`config.mk`:
```
export PLATFORM = sky130hd
export DESIGN_NAME = param_wr_decoder
export DESIGN_NICKNAME = d
export VERILOG_FILES = /design/src/rtl/pwd_pkg.sv /design/src/rtl/pwd_stage_regs.sv /design/src/rtl/pwd_lane_strobe.sv /design/src/rtl/param_wr_decoder.sv
export SDC_FILE = /design/constraint.sdc
export NUM_CORES = 1
export LEC_CHECK = 0
export CAP_MARGIN = 20
export CORE_MARGIN = 2
export CORE_UTILIZATION = 52
export CTS_BUF_LIST = sky130_fd_sc_hd__clkbuf_16
export CTS_CLUSTER_DIAMETER = 200
export CTS_CLUSTER_SIZE = 40
export DETAILED_ROUTE_END_ITERATION = 10
export PLACE_DENSITY = 0.86
export SLEW_MARGIN = 20
export SYNTH_ARGS = -nofsm -noshare
export SYNTH_HDL_FRONTEND = slang
export SYNTH_SLANG_ARGS = --single-unit
```
`constraint.sdc`:
```
create_clock -name clk -period 2.1 [get_ports clk]
set_input_delay 0.63 -clock clk [delete_from_list [all_inputs] [get_ports clk]]
set_output_delay 0.63 -clock clk [all_outputs]
set_load 0.01 [all_outputs]
```
`src/rtl/pwd_pkg.sv`:
```
`timescale 1ns/1ps
package pwd_pkg;
   typedef enum logic [2:0] {
      SEL_LAYER   = 3'd0,
      SEL_ADDR    = 3'd1,
      SEL_DATA    = 3'd2,
      SEL_BIAS_EN = 3'd3,
      SEL_WGT_EN  = 3'd4
   } pwd_sel_e;
endpackage

```
`src/rtl/pwd_stage_regs.sv`:
```
`timescale 1ns/1ps
module pwd_stage_regs #(
   parameter int DATA_W     = 32,
   parameter int ADDR_W     = 10,
   parameter int NUM_LAYERS = 4,
   parameter int LAYER_W    = 3
) (
   input  logic              clk,
   input  logic              rst_n,
   input  logic              wr,
   input  logic [2:0]        sel,
   input  logic [DATA_W-1:0] wdata,
   output logic [LAYER_W-1:0] layer_q,
   output logic              layer_ok,
   output logic [ADDR_W-1:0] addr_q,
   output logic [DATA_W-1:0] data_q
);
   import pwd_pkg::*;

   logic layer_in_range;
   assign layer_in_range = (wdata != '0) && (wdata <= DATA_W'(NUM_LAYERS));

   always_ff @(posedge clk) begin
      if (!rst_n) begin
         layer_q  <= '0;
         layer_ok <= 1'b0;
         addr_q   <= '0;
         data_q   <= '0;
      end else if (wr) begin
         case (sel)
            SEL_LAYER: begin
               layer_q  <= wdata[LAYER_W-1:0];
               layer_ok <= layer_in_range;
            end
            SEL_ADDR: addr_q <= wdata[ADDR_W-1:0];
            SEL_DATA: data_q <= wdata;
            default: ;
         endcase
      end
   end
endmodule

```
`src/rtl/pwd_lane_strobe.sv`:
```
`timescale 1ns/1ps
module pwd_lane_strobe #(
   parameter int DATA_W     = 32,
   parameter int NUM_LANES  = 4,
   parameter int NUM_LAYERS = 4,
   parameter int LAYER_W    = 3
) (
   input  logic              clk,
   input  logic              rst_n,
   input  logic              en_wr,
   input  logic [DATA_W-1:0] wdata,
   input  logic [LAYER_W-1:0] layer_q,
   input  logic              layer_ok,
   input  logic              target_ok,
   output logic [NUM_LAYERS*NUM_LANES-1:0] strobe
);
   localparam int NSTR = NUM_LAYERS * NUM_LANES;

   logic [DATA_W-1:0] en_q;
   logic [NSTR-1:0]   hit;
   logic [NSTR-1:0]   strobe_d;
   logic              commit;

   // A commit is a write that moves the held lane number to a new value.
   assign commit = en_wr && (wdata != en_q) && layer_ok && target_ok;

   for (genvar gl = 0; gl < NUM_LAYERS; gl++) begin : g_layer
      for (genvar gk = 0; gk < NUM_LANES; gk++) begin : g_lane
         assign hit[gl*NUM_LANES + gk] =
            (layer_q == LAYER_W'(gl + 1)) && (wdata == DATA_W'(gk + 1));
      end
   end

   assign strobe_d = commit ? hit : '0;

   always_ff @(posedge clk) begin
      if (!rst_n) begin
         en_q   <= '0;
         strobe <= '0;
      end else begin
         if (en_wr) en_q <= wdata;
         strobe <= strobe_d;
      end
   end
endmodule

```
`src/rtl/param_wr_decoder.sv`:
```
`timescale 1ns/1ps
module param_wr_decoder #(
   parameter int DATA_W        = 32,
   parameter int ADDR_W        = 10,
   parameter int NUM_LANES     = 4,
   parameter int NUM_LAYERS    = 4,
   parameter bit WGT_ONE_BASED = 1'b1
) (
   input  logic                            clk,
   input  logic                            rst_n,
   input  logic                            reg_wr,
   input  logic [2:0]                      reg_sel,
   input  logic [DATA_W-1:0]               reg_wdata,
   output logic [NUM_LAYERS*NUM_LANES-1:0] bias_we,
   output logic [ADDR_W-1:0]               bias_addr,
   output logic [NUM_LAYERS*NUM_LANES-1:0] wgt_we,
   output logic [ADDR_W-1:0]               wgt_addr,
   output logic [DATA_W-1:0]               mem_data
);
   import pwd_pkg::*;

   localparam int LAYER_W = $clog2(NUM_LAYERS + 1);

   if (NUM_LANES < 1 || NUM_LAYERS < 1) begin : g_bad_count
      $error("param_wr_decoder: lane and layer counts must be at least 1");
   end
   if (DATA_W < ADDR_W || DATA_W < LAYER_W) begin : g_bad_width
      $error("param_wr_decoder: DATA_W must cover address and layer fields");
   end

   logic [LAYER_W-1:0] layer_q;
   logic               layer_ok;
   logic [ADDR_W-1:0]  addr_q;
   logic [DATA_W-1:0]  data_q;
   logic               wgt_addr_ok;

   pwd_stage_regs #(
      .DATA_W(DATA_W), .ADDR_W(ADDR_W),
      .NUM_LAYERS(NUM_LAYERS), .LAYER_W(LAYER_W)
   ) u_regs (
      .clk(clk), .rst_n(rst_n), .wr(reg_wr), .sel(reg_sel), .wdata(reg_wdata),
      .layer_q(layer_q), .layer_ok(layer_ok), .addr_q(addr_q), .data_q(data_q)
   );

   if (WGT_ONE_BASED) begin : g_wgt_one
      assign wgt_addr    = addr_q - ADDR_W'(1);
      assign wgt_addr_ok = (addr_q != '0);
   end else begin : g_wgt_zero
      assign wgt_addr    = addr_q;
      assign wgt_addr_ok = 1'b1;
   end

   assign bias_addr = addr_q;
   assign mem_data  = data_q;

   pwd_lane_strobe #(
      .DATA_W(DATA_W), .NUM_LANES(NUM_LANES),
      .NUM_LAYERS(NUM_LAYERS), .LAYER_W(LAYER_W)
   ) u_bias_str (
      .clk(clk), .rst_n(rst_n),
      .en_wr(reg_wr && (reg_sel == SEL_BIAS_EN)),
      .wdata(reg_wdata), .layer_q(layer_q), .layer_ok(layer_ok),
      .target_ok(1'b1), .strobe(bias_we)
   );

   pwd_lane_strobe #(
      .DATA_W(DATA_W), .NUM_LANES(NUM_LANES),
      .NUM_LAYERS(NUM_LAYERS), .LAYER_W(LAYER_W)
   ) u_wgt_str (
      .clk(clk), .rst_n(rst_n),
      .en_wr(reg_wr && (reg_sel == SEL_WGT_EN)),
      .wdata(reg_wdata), .layer_q(layer_q), .layer_ok(layer_ok),
      .target_ok(wgt_addr_ok), .strobe(wgt_we)
   );
endmodule

```
==> results of run 1 <==
critical path: cells and delay by family (launching register included):
family | cells | cell delay (ns)
adders and majority gates | 1 | 0.15
and+or+nand+nor | 2 | 0.58
DFF | 1 | 0.32
buffers and inverters | 3 | 0.40
xor gates and xnor gates | 1 | 0.13
worst paths after layout:
path | startpoint | end | slack (ns) | cells past startpoint
max reg2reg | u_regs.addr_q[0] | u_wgt_str.strobe[11] | -0.21 | 10
max | u_regs.addr_q[0] | wgt_addr[6] | -0.53 | 7
min | u_regs.data_q[24] | u_regs.data_q[24] | 0.46 | 2
min reg2reg | u_regs.data_q[24] | u_regs.data_q[24] | 0.46 | 2
cells in the mapped netlist, drive strengths merged:
cell     count
nor3         6
and2b        1
nand4       21
nand2      220
a21boi     107
or3          2
buf         18
or4          1
nand4b       3
nand3        4
a211oi      32
nand3b       1
or4b         1
inv          3
clkbuf      54
nor4        11
dfxtp      142
nand2b       3
and4         2
nor2b        5
nor2        11
mux2i        3
ha           1
nand4bb      1
nor3b        1
xor2         6
xnor2       66
or2          1
area by class of cell:
class / instances / area (um^2) / share of cell area [%]
clock inverter: 15 / 219 / 2.42
timing repair buffer: 210 / 2030 / 22.4
clock buffer: 17 / 425 / 4.70
tap: 147 / 184 / 2.03
inverter: 3 / 11.3 / 0.124
sequential: 142 / 2850 / 31.4
multi-input combinational: 510 / 3330 / 36.8
antenna: 1 / 2.50 / 0.0276
cell usage in the layout, fill, tap and decap left out, drive strengths merged, types with 6 or more instances in the layout:
cell type,count
nor4,11
dfxtp,142
xor2,6
xnor2,66
clkbuf,17
clkinv,8
buf,99
dlymetal6s2s,12
a21boi,107
nor2,11
nand2,220
nor3,6
a211oi,32
clkdlybuf4s50,97
nand4,21
logic make-up after synthesis:
| logic type | Yosys count | share of synthesized area (%) |
|---|---|---|
| xor+xnor | 72 | 9.94 |
| flops | 142 | 44.8 |
| buf+inv | 75 | 5.25 |
| compound gates | 139 | 16.4 |
| simple gates | 295 | 22.9 |
| mux | 3 | 0.473 |
| fa+ha+maj | 1 | 0.197 |
power breakdown:
part           total, mW  leakage (nW)  switching, mW  internal (mW)
registers           2.77          1.15         0.0311           2.74
clock network       3.29         0.312           1.19           2.10
logic              0.710          1.81          0.357          0.353
total               6.77          3.27           1.58           5.19
flip-flops by register name, summed over array words and instances (netlist names):
| register | flops |
|---|---|
| u_wgt_str.strobe | 16 |
| u_regs.layer_ok | 1 |
| u_regs.layer_q | 3 |
| u_bias_str.strobe | 16 |
| u_regs.data_q | 32 |
| u_bias_str.en_q | 32 |
| u_wgt_str.en_q | 32 |
| u_regs.addr_q | 10 |
layer usage:
metal	vias to the layer above	GRT usage, %	wire length (um)	part of all wire (%)
li1	2734	-	-	-
met2	304	51.0	9820	51
met4	0	16.6	926	4.8
met1	2798	31.6	7390	38
met5	-	0	0	0
met3	72	6.51	1310	6.7
repair_timing:
action                                  in CTS  in global routing
gates resized for setup                     41                 40
endpoints found under the setup margin      32                 42
pin swaps                                    6                  9
setup buffers                                3                  8
cloned                                       0                  0
==> flow_summary.json, run 1 <==
{
  "min_period_ns": 2.63,
  "first_global_vias": 5915,
  "clock_skew_ns": 0.00919,
  "syn2layout_area_growth_pct": 42.7,
  "drcViolationCount": 0,
  "syn_inst": 727,
  "core.rowCount": 40,
  "cellPowerDensity_mw_per_mm2": 748,
  "chipWidth_um": 114,
  "final_util_pct": 75.7,
  "total_power_mw": 6.77,
  "crit_slowest_cell": "or4b_4",
  "avgSynthCellArea_um2": 8.73,
  "dp_slack_ns": -0.481,
  "dr.pass1.iters": 6,
  "cts_max_level": 4,
  "synthTopCellsByArea": "dfxtp_1 (45%), nand2_1 (13%), a21boi_0 (11%)",
  "vias": 5908,
  "fin_crit_sh_pct": 125,
  "io_buffers": 121,
  "grt_max_degree": 75,
  "worstSetupEndpointType": "output pin",
  "leakage_nw": 3.27,
  "synth_area_leader_cell": "dfxtp_1",
  "syn_nets": 766,
  "gr-total-overflow": 0,
  "core_mm2": 0.0120,
  "ys_ff_latch": 142,
  "startpoint_type": "register",
  "cts_sinks": 142,
  "fmax_mhz": 380,
  "antenna_found_initial": 1,
  "hold_slack_ns": 0.462,
  "seq_area_frac_synth_pct": 44.8,
  "drive_gt1_share_pct": 19.1,
  "placed_cell_area_mm2": 0.00819,
  "max-slew-margin-rel_pct": 59.7,
  "clock_path_buffers": 2,
  "outcome": "finished, violations left",
  "dp_hpwl_mm": 12.4,
  "drv_cap": 0,
  "rsz0062_at_grt": "yes",
  "initial_core_util_pct": 53.0,
  "crit_arrival_ns": 2.00,
  "final_cell_count_no_fill": 1045,
  "path_clk_slew_ns": 0.06,
  "antenna_left": 0,
  "drt-wirelength-per-cell_um": 18.6,
  "die_area_mm2": 0.0131,
  "stdcell_area_mm2": 0.00905,
  "insertion_delay_ns": 0.43,
  "dp_cells": 1003,
  "irDropWorstVdd_uv": 450,
  "cp_data_required_time_ns": 1.47,
  "yosysUniqueCellTypes": 39,
  "finalHoldViolCount": 0,
  "grt_pass1_wl_mm": 29.2,
  "fillers": 772,
  "setup_tns_ns": -5.15,
  "routed_wl_mm": 19.5,
  "cp_cell_sequence": "inv_2 > ha_4 > or4b_4 > buf_4 > nor2_4 > xor2_1 > buf_2",
  "setup_slack_ns": -0.535,
  "cts_buffers": 17,
  "drt_iter0_markers": 502,
  "synth_area_mm2": 0.00634,
  "grt_usage_pct": 28.8,
  "critPathMaxFanout": 3,
  "io-pin-count": 122,
  "via_per_inst": 5.65,
  "die_y_um": 114,
  "clockRootBuffer": "clkbuf_16",
  "worst-slew-pin-transition_ns": 0.605,
  "slowest_delay_ns": 0.50,
  "gp_congestion": 0.890,
  "yosysTopAreaCellShare_pct": 44.8,
  "setup_viol": 22,
  "min_path_type": "reg2reg",
  "critPathKind": "reg2out",
  "nets": 923,
  "cts_hold_buf": 0,
  "maxSlewViolCount": 0,
  "violations": "setup timing",
  "cts_tree": "built",
  "ys_warn_count": 0
}
Power figures use the tool's default switching activity.
==> run 2, diff against run 1 <==
--- a/config.mk
+++ b/config.mk
@@ -7,12 +7,12 @@
 export LEC_CHECK = 0
 export CAP_MARGIN = 20
 export CORE_MARGIN = 2
-export CORE_UTILIZATION = 52
+export CORE_UTILIZATION = 25
 export CTS_BUF_LIST = sky130_fd_sc_hd__clkbuf_16
 export CTS_CLUSTER_DIAMETER = 200
 export CTS_CLUSTER_SIZE = 40
 export DETAILED_ROUTE_END_ITERATION = 10
-export PLACE_DENSITY = 0.86
+export PLACE_DENSITY = 0.5
 export SLEW_MARGIN = 20
 export SYNTH_ARGS = -nofsm -noshare
 export SYNTH_HDL_FRONTEND = slang
==> run 2 against run 1 <==
Effect of this change:
- the flow still finishes with violations (setup timing)
- final cell count grew 17%
- non-clock buffer count shrank 4
- register-to-register slack gained 0.29 ns
- flip-flop and latch count is the same
- highest routed layer unchanged
- global-route usage shrank 14 points
- sequential share of layout area shrank 0.59 points
- worst hold slack lost 0.0050 ns
==> flow_summary.json, run 2 (same netlist as run 1, synthesis figures left out) <==
{
  "crit_arrival_ns": 1.91,
  "drcViolationCount": 0,
  "drive_gt1_share_pct": 20.5,
  "worstSetupEndpointType": "output pin",
  "setup_tns_ns": -1.54,
  "core.rowCount": 58,
  "syn2layout_area_growth_pct": 45.4,
  "clock_skew_ns": 0.0148,
  "max-slew-margin-rel_pct": 71.5,
  "io-pin-count": 122,
  "cts_sinks": 142,
  "cts_max_level": 4,
  "rsz0062_at_grt": "yes",
  "dr.pass1.iters": 4,
  "drv_cap": 0,
  "min_period_ns": 2.54,
  "chipWidth_um": 163,
  "cts_hold_buf": 0,
  "irDropWorstVdd_uv": 419,
  "cts_tree": "built",
  "grt_max_degree": 96,
  "initial_core_util_pct": 25.3,
  "layout_common_cells": "nand2_1 (218), dfxtp_1 (138), clkdlybuf4s50_1 (100)",
  "leakage_nw": 3.20,
  "fmax_mhz": 394,
  "cts_buffers": 17,
  "antenna_left": 0,
  "largestRegisters": "u_bias_str.en_q: 32 flops, u_regs.data_q: 32 flops, u_wgt_str.en_q: 32 flops",
  "path_clk_slew_ns": 0.06,
  "insertion_delay_ns": 0.42,
  "final_common_cell": "nand2_1",
  "fillers": 2578,
  "startpoint_type": "register",
  "outcome": "finished, violations left",
  "fin_crit_sh_pct": 121,
  "cp_data_required_time_ns": 1.47,
  "antenna_found_initial": 0,
  "min_path_type": "reg2reg",
  "crit_slowest_cell": "or4b_4",
  "via_per_inst": 4.34,
  "final_util_pct": 36.9,
  "placed_cell_area_mm2": 0.00842,
  "cp_cell_sequence": "inv_2 > ha_4 > or4b_4 > nor4_4 > xor2_1 > buf_2",
  "cellPowerDensity_mw_per_mm2": 694,
  "dp_hpwl_mm": 13.4,
  "core_mm2": 0.0250,
  "gr-total-overflow": 0,
  "maxSlewViolCount": 0,
  "hold_slack_ns": 0.457,
  "die_area_mm2": 0.0267,
  "critPathKind": "reg2out",
  "drt-wirelength-per-cell_um": 15.5,
  "nets": 919,
  "slowest_delay_ns": 0.50,
  "io_buffers": 121,
  "grt_usage_pct": 14.7,
  "total_power_mw": 6.41,
  "clock_path_buffers": 2,
  "setup_viol": 6,
  "drt_iter0_markers": 220,
  "dp_slack_ns": -0.586,
  "routed_wl_mm": 19.0,
  "gp_congestion": 0.744,
  "first_global_vias": 5250,
  "stdcell_area_mm2": 0.00923,
  "finalHoldViolCount": 0,
  "setup_slack_ns": -0.438,
  "die_y_um": 163,
  "clockRootBuffer": "clkbuf_16",
  "diodes": 0,
  "final_cell_count_no_fill": 1223,
  "vias": 5310,
  "dp_cells": 1187,
  "worst-slew-pin-transition_ns": 0.427,
  "violations": "setup timing",
  "grt_pass1_wl_mm": 29.8,
  "critPathMaxFanout": 3
}
-- run 2: cell types whose count changed in the layout (fill, tap and decap cells not counted), sizes merged --
cell,before,now
diode,1,0
clkdlybuf4s50,97,100
clkinv,8,3
inv,4,9
dlymetal6s2s,12,10
clkinvlp,1,4
bufinv,5,2
clkbuf,17,18
buf,99,93
-- run 2: timing repair --
action                                  in CTS  in global routing
resized for setup                           38                 54
cloned                                       0                  0
buffers inserted                             1                  4
endpoints found under the setup margin      18                 44
pin swaps                                    2                 17
-- run 2: cell type report --
class / count / area [um^2] / area share (%)
Multi-Input combinational cell: 510 / 3400 / 36.9
Clock inverter: 15 / 148 / 1.60
Inverter: 3 / 11.3 / 0.122
Tap cell: 330 / 413 / 4.47
Sequential cell: 142 / 2850 / 30.9
Timing Repair Buffer: 206 / 1980 / 21.5
Clock buffer: 17 / 425 / 4.61
-- run 2: power breakdown --
group	switching (mW)	internal, mW	total (mW)
Sequential	0.0279	2.74	2.77
Clock	1.21	1.74	2.95
Combinational	0.344	0.345	0.689
-- run 2: final timing paths --
path | from | to | slack (ns) | cells after the start
setup reg to reg | u_regs.addr_q[0] | u_wgt_str.strobe[10] | 0.08 | 8
hold reg to reg | u_regs.data_q[2] | u_regs.data_q[2] | 0.46 | 2
setup / recovery | u_regs.addr_q[0] | wgt_addr[8] | -0.44 | 6
hold / removal | u_regs.data_q[2] | u_regs.data_q[2] | 0.46 | 2
-- run 2: critical path: cells and delay by family, from the launching register on --
family	cells	cell delay, ns
and+or+nand+nor	2	0.66
DFF	1	0.32
buffers and inverters	2	0.22
xor gates and xnor gates	1	0.16
adders and majority gates	1	0.14
-- run 2: metal layers --
layer  track usage (%)  vias up  wire length, um
met5                 0        -                0
met4              4.59        0              218
met3              3.25       12              817
met2              23.5      117             8800
met1              19.6     2469             9140
li1                  -     2712                -
==> run 3, diff against run 2 <==
--- a/config.mk
+++ b/config.mk
@@ -12,6 +12,7 @@
 export CTS_CLUSTER_DIAMETER = 200
 export CTS_CLUSTER_SIZE = 40
 export DETAILED_ROUTE_END_ITERATION = 10
+export HOLD_SLACK_MARGIN = 0.12
 export PLACE_DENSITY = 0.5
 export SLEW_MARGIN = 20
 export SYNTH_ARGS = -nofsm -noshare
==> results of run 3 <==
No change in the layout: final DEF, timing and power equal those of run 2.
